## src/rtl/scan3_expander.sv

```systemverilog
module scan3_expander (
  input  logic clk,
  input  logic rst_n,
  input  logic link_edge,
  input  logic link_bit,
  input  logic enter,
  input  logic leave,
  output logic vclk_stb,
  output logic vtdi,
  output logic vtms,
  output logic vtdo,
  output logic tap_rst
);
  localparam logic [1:0] PH_IN   = 2'd0;
  localparam logic [1:0] PH_MODE = 2'd1;
  localparam logic [1:0] PH_OUT  = 2'd2;

  logic       active_q;
  logic [1:0] phase_q;
  logic       din_q, mode_q;

  wire step = active_q && link_edge;

  always_ff @(posedge clk) begin
    if (!rst_n) begin
      active_q <= 1'b0;
      phase_q  <= PH_IN;
      din_q    <= 1'b0;
      mode_q   <= 1'b0;
      vclk_stb <= 1'b0;
      vtdi     <= 1'b0;
      vtms     <= 1'b0;
      vtdo     <= 1'b0;
      tap_rst  <= 1'b0;
    end else begin
      vclk_stb <= 1'b0;
      tap_rst  <= enter;
      if (enter) begin
        active_q <= 1'b1;
        phase_q  <= PH_MODE;
        din_q    <= 1'b0;
      end else if (leave) begin
        active_q <= 1'b0;
        phase_q  <= PH_IN;
      end else if (step) begin
        case (phase_q)
          PH_IN: begin
            din_q   <= ~link_bit;
            phase_q <= PH_MODE;
          end
          PH_MODE: begin
            mode_q  <= link_bit;
            phase_q <= PH_OUT;
          end
          default: begin
            vtdi     <= din_q;
            vtms     <= mode_q;
            vtdo     <= link_bit;
            vclk_stb <= 1'b1;
            phase_q  <= PH_IN;
          end
        endcase
      end
    end
  end
endmodule


```

## config.mk

```make
export PLATFORM = sky130hd
export DESIGN_NAME = scan3_expander
export DESIGN_NICKNAME = d
export VERILOG_FILES = /design/src/rtl/scan3_expander.sv
export SDC_FILE = /design/constraint.sdc
export NUM_CORES = 1
export LEC_CHECK = 0
export ABC_AREA = 1
export BUFFER_PORTS_ARGS = -buffer_cell sky130_fd_sc_hd__buf_2
export CORE_MARGIN = 2
export CORE_UTILIZATION = 31
export CTS_BUF_LIST = sky130_fd_sc_hd__clkbuf_4 sky130_fd_sc_hd__clkbuf_8
export CTS_CLUSTER_DIAMETER = 60
export CTS_CLUSTER_SIZE = 20
export DETAILED_ROUTE_END_ITERATION = 8
export PLACE_DENSITY_LB_ADDON = 0.3
export SYNTH_ARGS = -nofsm -noshare
export SYNTH_HDL_FRONTEND = slang
export SYNTH_SLANG_ARGS = --single-unit
```

## constraint.sdc

```tcl
create_clock -name clk -period 1.7 [get_ports clk]
set_clock_uncertainty 0.1 [all_clocks]
set_input_delay 0.51 -clock clk [delete_from_list [all_inputs] [get_ports clk]]
set_output_delay 0.51 -clock clk [all_outputs]
set_load 0.02 [all_outputs]
```

==> qor.log, run 1 <==
[worst_setup_path] Slowest Stage Delay on Critical Path 330 ps
[clock_network] number of CTS-inserted buffers 3
[power_and_ir_drop] internal power 337 uW
[timing] final count of hold timing violations 0
[worst_setup_path] critical path cell sequence buf_2
[yosys] cells taking the most area after synthesis sky130_fd_sc_hd__dfxtp_1 44%, sky130_fd_sc_hd__nor2_1 11%, sky130_fd_sc_hd__nand2_1 9.0%
[global_route] first-pass GRT wire length 1.38 mm
[drt] DRT Pass-1 Iters 1
[yosys] synthesized flop and latch total 10
[worst_setup_path] CP max-delay cell sky130_fd_sc_hd__dfxtp_1
[power_and_ir_drop] NetSw 110 uW
[worst_setup_path] cell family with most CP delay flip-flops
[global_route] vias in the first global route 337
[layout] area growth from synthesis to final layout 18.3%
[floorplan] Chip Height 42.5 um
[power_and_ir_drop] sequential fraction of design power 54.7%
[placement] # port buffers 10
[yosys] xor-xnor portion of the synthesized cell area 0%
[worst_hold_path] beginning of the worst hold path active_q
[yosys] synth cell count leaders 14 x sky130_fd_sc_hd__nor2_1, 11 x sky130_fd_sc_hd__nand2_1, 10 x sky130_fd_sc_hd__dfxtp_1, 10 x sky130_fd_sc_hd__inv_1, 5 x sky130_fd_sc_hd__nand3_1
[yosys] mux share of post-synthesis cell area 0%
[yosys] dominant synthesized flop cell sky130_fd_sc_hd__dfxtp_1
[worst_setup_path] Crit. End Element primary output
[global_route] grt total ovfl 0
[drt] count of routing violations after the opening detailed-route iteration 0
[clock_network] number of clock sinks seen by CTS 10
[power_and_ir_drop] part of the total power dissipated in combinational logic 9.8%
[drt] routed len/inst 8.51 um
[yosys] Synth top area share 43.6%
[power_and_ir_drop] Worst VDD drop 403 uV
[timing] Final TNS setup 0 ps
[global_route] maximum number of pins on one net before global-route repair 9
[timing] Setup Viol. Count Final 0
[yosys] gate count after technology mapping 65
[placement] Final HPWL DP 635 um
[floorplan] die width 42.5 um
[timing] maximum operating frequency 733 MHz
[worst_setup_path] startpoint type of the worst setup path flop
[worst_hold_path] class of the most critical hold timing path reg -> reg
[floorplan] placeable core region 1350 um^2
[yosys] largest family of logic cells by synthesized area simple AND/OR/NAND/NOR gates
[layout] antenna diode count 0
[yosys] async set-reset flop share out of synthesis 0%
[floorplan] Die Outline Area 1800 um^2
[worst_setup_path] total buffers and inverters traversed by the critical path 1
[timing] worst-margin pin slew 313 ps
[outcome] outcome finished clean
[drt] total wire length after detailed routing 783 um
[drt] number of vias per cell 4.45
[yosys] synth warn 0
[worst_setup_path] crit path max fanout 2
[worst_setup_path] worst path required time 1090 ps
[drt] total vias in the final route 409
[power_and_ir_drop] power per cell area 823 nW/um^2
[layout] utilization after layout 40.2%
[clock_network] number of H-tree levels 1
[clock_network] clock tree from TritonCTS yes
[power_and_ir_drop] Switching Share 24.6%
[layout] nets@finish 85
[yosys] post-synthesis simple-gate area fraction 43.9%
[global_route] combined global-route utilization of all metal layers 10.3%
[timing] Final Max Tran Viols 0
[placement] Placer Congestion 0.866
[global_route] antenna violations before repair 0
[yosys] post-synthesis adder-cell area fraction 0%
[floorplan] number of placed I/O pins 11
[yosys] Post-Synthesis Net Count 71
[floorplan] starting utilization of the core area 34.0%
[floorplan] cell row count 13
[run] maxcap violations 0
[timing] slew margin rel. 79.1%
[worst_setup_path] signal arrival time at the worst endpoint 750 ps
[timing] clock period minus worst slack 1360 ps
[clock_network] number of hold buffers added after CTS 0
[timing] post-route fraction of the period consumed by the critical path 80.2%
[timing] setup repair after global routing missed its margin false
[yosys] number of synthesized flops with an enable pin 0
[yosys] post-synthesis area per instance 7.06 um^2
[yosys] area fraction in compound gates after synthesis 1.09%
[layout] share of final-layout standard cells stronger than drive strength 1 27.3%
[clock_network] number of cells upsized or downsized after cts 0
[clock_network] maximum count of clock buffers along a single path 2
[worst_setup_path] crit path kind reg -> out
[worst_setup_path] beginning of the worst register-to-register path active_q
[yosys] most frequent cell after synthesis sky130_fd_sc_hd__nor2_1
[power_and_ir_drop] clock network fraction of design power 35.5%
[yosys] Post-Synthesis Cell Area 459 um^2
[worst_setup_path] worst setup path startpoint vtdo
[yosys] Yosys top cell by area sky130_fd_sc_hd__dfxtp_1
[clock_network] later-pin clock latency in the skew report 260 ps
[drt] Antenna Nets Post-Route 0
[clock_network] root buffer selected by CTS sky130_fd_sc_hd__clkbuf_4
[clock_network] CTS clock-pin slew for the worst setup and hold paths 60 ps
[yosys] number of distinct library cell variants in the gate-level netlist after synthesis 13
[power_and_ir_drop] total leakage power 0.000265 uW
[clock_network] Setup Fix Bufs, Post-CTS 0
[yosys] fraction of the yosys area taken by sequential cells 43.6%
[drt] DRC violation count after routing 0
## cell type report
cell class | instances | area (um^2)
fill | 159 | 807
tap | 15 | 18.8
sequential | 10 | 200
timing repair buffer | 10 | 50.0
inverter | 12 | 45.0
multi-input combinational | 42 | 206
clock buffer | 3 | 22.5
## power by group through the flow
| stage | clock network (uW) | registers (uW) | logic (uW) |
|---|---|---|---|
| 3_3_place_gp | 0 | 250 | 44.5 |
| 6_report | 159 | 244 | 43.9 |
| 5_1_grt | 186 | 245 | 49.8 |
| 2_1_floorplan | 0 | 250 | 27.5 |
| 3_5_place_dp | 0 | 250 | 44.4 |
| 4_1_cts | 165 | 244 | 44.5 |
## final timing paths
path,to,slack [ps],cells after the start
min reg2reg,active_q,370,2
max,vtdo,340,1
min,active_q,370,2
max reg2reg,vtdo,670,6
## cells in the final DEF, fill, tap and decap left out
| cell | netlist | routed |
|---|---|---|
| sky130_fd_sc_hd__inv_1 | 10 | 10 |
| sky130_fd_sc_hd__nand4_1 | 4 | 4 |
| sky130_fd_sc_hd__nor2_1 | 14 | 14 |
| sky130_fd_sc_hd__nand2_1 | 11 | 11 |
| sky130_fd_sc_hd__inv_2 | 2 | 2 |
| sky130_fd_sc_hd__nand3_1 | 5 | 5 |
| sky130_fd_sc_hd__nor3_1 | 1 | 1 |
| sky130_fd_sc_hd__nand2_2 | 2 | 2 |
| sky130_fd_sc_hd__nor2_2 | 1 | 1 |
| sky130_fd_sc_hd__clkbuf_4 | 0 | 3 |
| sky130_fd_sc_hd__buf_2 | 0 | 10 |
| sky130_fd_sc_hd__a21oi_1 | 1 | 1 |
| sky130_fd_sc_hd__dfxtp_1 | 10 | 10 |
| sky130_fd_sc_hd__nor2_4 | 3 | 3 |
## metal layers
metal	share of wire [%]	up-vias	track usage, %
met1	48	173	12.8
met4	1.9	0	5.63
met5	0	-	0
li1	-	226	-
met2	44	8	15.1
met3	6.0	2	3.88
## through the flow
step	hold WS, ps	setup slack [ps]	power [uW]	cell area, um^2	instances
2_1_floorplan	355	581	278	459	65
3_3_place_gp	369	402	294	520	89
3_5_place_dp	371	378	294	520	89
4_1_cts	381	327	454	543	92
5_1_grt	412	286	481	543	92
6_report	375	337	447	543	92
## flip-flops by register name (all words and copies together) (netlist names)
name      flops
tap_rst       1
vclk_stb      1
vtdi          1
din_q         1
phase_q       2
mode_q        1
vtms          1
vtdo          1
active_q      1
## cells by family (layout without fill, tap and decap cells)
family / Yosys count / after routing
buffers and inverters: 13 / 25
AND/OR/NAND/NOR: 41 / 41
flip-flops: 10 / 10
AO/OA/AOI/OAI: 1 / 1
(Power assumes the default switching activity.)
==> run 2: changes to the inputs <==
clock period = 1.39 ns   (was 1.7 ns; I/O delays follow)
==> qor.log, run 2 (synthesis gave the netlist of run 1 again) <==
[worst_setup_path] worst path required time 870 ps [was 1090 ps]
[global_route] combined global-route utilization of all metal layers 11.5% [was 10.3%]
[power_and_ir_drop] NetSw 160 uW [was 110 uW]
[worst_setup_path] signal arrival time at the worst endpoint 760 ps [was 750 ps]
[timing] post-route fraction of the period consumed by the critical path 92.1%
[layout] share of final-layout standard cells stronger than drive strength 1 28.2% [was 27.3%]
[drt] total vias in the final route 409 [unchanged]
[layout] flip-flop count of the largest register, all copies and words added 2 [unchanged]
[floorplan] die width 42.5 um [unchanged]
[clock_network] later-pin clock latency in the skew report 280 ps [was 260 ps]
[clock_network] number of H-tree levels 1 [unchanged]
[floorplan] Chip Height 42.5 um [unchanged]
[timing] slew margin rel. 78.4% [was 79.1%]
[worst_hold_path] class of the most critical hold timing path in -> reg [was reg -> reg]
[placement] Placer Congestion 0.861 [was 0.866]
[worst_setup_path] total buffers and inverters traversed by the critical path 1 [unchanged]
[clock_network] root buffer selected by CTS sky130_fd_sc_hd__clkbuf_4 [unchanged]
[global_route] first-pass GRT wire length 1.50 mm [was 1.38 mm]
[layout] register ranked first by flip-flop count phase_q [unchanged]
[layout] leading cell type in the layout, fill and taps excluded sky130_fd_sc_hd__nor2_1 [unchanged]
[timing] Final TNS setup 0 ps [unchanged]
[timing] Final Max Tran Viols 0 [unchanged]
[timing] Setup Viol. Count Final 0 [unchanged]
[run] maxcap violations 0 [unchanged]
[timing] maximum operating frequency 781 MHz
[drt] Antenna Nets Post-Route 0 [unchanged]
[timing] worst-margin pin slew 323 ps [was 313 ps]
[power_and_ir_drop] sequential fraction of design power 47.3% [was 54.7%]
[floorplan] placeable core region 1350 um^2 [unchanged]
[outcome] outcome finished clean [unchanged]
[placement] Final HPWL DP 638 um [was 635 um]
[power_and_ir_drop] Switching Share 25.3% [was 24.6%]
[global_route] maximum number of pins on one net before global-route repair 9 [unchanged]
[placement] worst setup timing slack at the placement stage 174 ps [was 378 ps]
[timing] worst setup margin 110 ps [was 337 ps]
[clock_network] clock tree from TritonCTS yes [unchanged]
[worst_setup_path] Slowest Stage Delay on Critical Path 330 ps [about the same]
[worst_setup_path] cell family with most CP delay flip-flops [unchanged]
[worst_setup_path] CP max-delay cell sky130_fd_sc_hd__dfxtp_1 [unchanged]
[power_and_ir_drop] internal power 472 uW [was 337 uW]
[layout] final-layout fill cell count 156 [was 159]
[drt] count of routing violations after the opening detailed-route iteration 3 [was 0]
[drt] routed len/inst 9.40 um [was 8.51 um]
[timing] final count of hold timing violations 0 [unchanged]
[layout] antenna diode count 0 [unchanged]
[power_and_ir_drop] Worst VDD drop 469 uV [was 403 uV]
[clock_network] CTS clock-pin slew for the worst setup and hold paths 70 ps [was 60 ps]
[power_and_ir_drop] power per cell area 1130 nW/um^2 [was 823 nW/um^2]
[clock_network] maximum count of clock buffers along a single path 2 [unchanged]
[power_and_ir_drop] part of the total power dissipated in combinational logic 8.7% [was 9.8%]
[timing] worst hold margin 326 ps [was 375 ps]
[drt] total wire length after detailed routing 874 um [was 783 um]
[clock_network] number of CTS-inserted buffers 3 [unchanged]
[floorplan] number of placed I/O pins 11 [unchanged]
[timing] setup repair after global routing missed its margin false [unchanged]
[clock_network] Setup Fix Bufs, Post-CTS 0 [unchanged]
[drt] DRT Pass-1 Iters 4 [was 1]
[worst_setup_path] critical path cell sequence buf_2 [unchanged]
[drt] DRC violation count after routing 0 [unchanged]
[clock_network] number of cells upsized or downsized after cts 0 [unchanged]
[layout] commonest cells after routing, fill and taps aside 14 x sky130_fd_sc_hd__nor2_1, 11 x sky130_fd_sc_hd__nand2_1, 10 x sky130_fd_sc_hd__inv_1, 10 x sky130_fd_sc_hd__dfxtp_1, 10 x sky130_fd_sc_hd__buf_2 [unchanged]
[clock_network] number of hold buffers added after CTS 0 [unchanged]
[layout] final standard cell area without fillers 557 um^2 [was 543 um^2]
[global_route] grt total ovfl 0 [unchanged]
[power_and_ir_drop] clock network fraction of design power 44.0% [was 35.5%]
[layout] Final Non-Filler Cells 93 [was 92]
[placement] placed standard-cell area 520 um^2 [unchanged]
[floorplan] starting utilization of the core area 34.0% [unchanged]
[worst_setup_path] crit path max fanout 2 [unchanged]
[layout] nets@finish 85 [unchanged]
[floorplan] cell row count 13 [unchanged]
[clock_network] number of clock sinks seen by CTS 10 [unchanged]
[timing] clock period minus worst slack 1280 ps
[global_route] vias in the first global route 379 [was 337]
[layout] area growth from synthesis to final layout 21.3% [was 18.3%]
[floorplan] Die Outline Area 1800 um^2 [unchanged]
[worst_setup_path] Crit. End Element primary output [unchanged]
[worst_setup_path] startpoint type of the worst setup path flop [unchanged]
[drt] number of vias per cell 4.40 [was 4.45]
[global_route] antenna violations before repair 0 [unchanged]
[worst_setup_path] crit path kind reg -> out [unchanged]
[placement] # port buffers 10 [unchanged]
[power_and_ir_drop] total leakage power 0.000272 uW [was 0.000265 uW]
[placement] total placed cells including tap cells 89 [unchanged]
[run 2: final timing paths]
path	start	cells after the start	endpoint	slack (ps)
worst max-delay path	vtdi	1	vtdi	110
worst min-delay path	rst_n	3	mode_q	330
worst max register to register	active_q	6	vtdi	350
worst min register to register	active_q	2	active_q	380
[run 2: per-stage QoR]
stage                     power (uW)  util, %
after detailed placement         360     38.6
after global placement           360     38.6
final                            632     41.2
after floorplan                  340        -
after CTS                        630     41.2
after global routing             664     41.2
[run 2: final cells by class]
class / count / area [um^2] / share of cell area, %
Tap cell: 15 / 18.8 / 3.37
Inverter: 12 / 45.0 / 8.09
Timing Repair Buffer: 10 / 50.0 / 8.99
Multi-Input combinational cell: 42 / 206 / 37.1
Clock buffer: 4 / 36.3 / 6.52
Sequential cell: 10 / 200 / 36.0
[run 2: routing by layer]
layer | wire length, um | track usage [%] | vias to the layer above
met1 | 422 | 13.6 | 171
met4 | 34 | 10.0 | 0
li1 | - | - | 224
met5 | 0 | 0 | -
met3 | 40 | 3.88 | 5
met2 | 377 | 16.3 | 9
[run 2: power groups by stage]
stage / sequential [uW] / clock (uW) / combinational [uW]
after global routing: 300 / 302 / 62.2
after detailed placement: 306 / 0 / 54.4
final: 299 / 278 / 54.9
after CTS: 299 / 276 / 55.0
after global placement: 305 / 0 / 54.4
after floorplan: 306 / 0 / 33.6
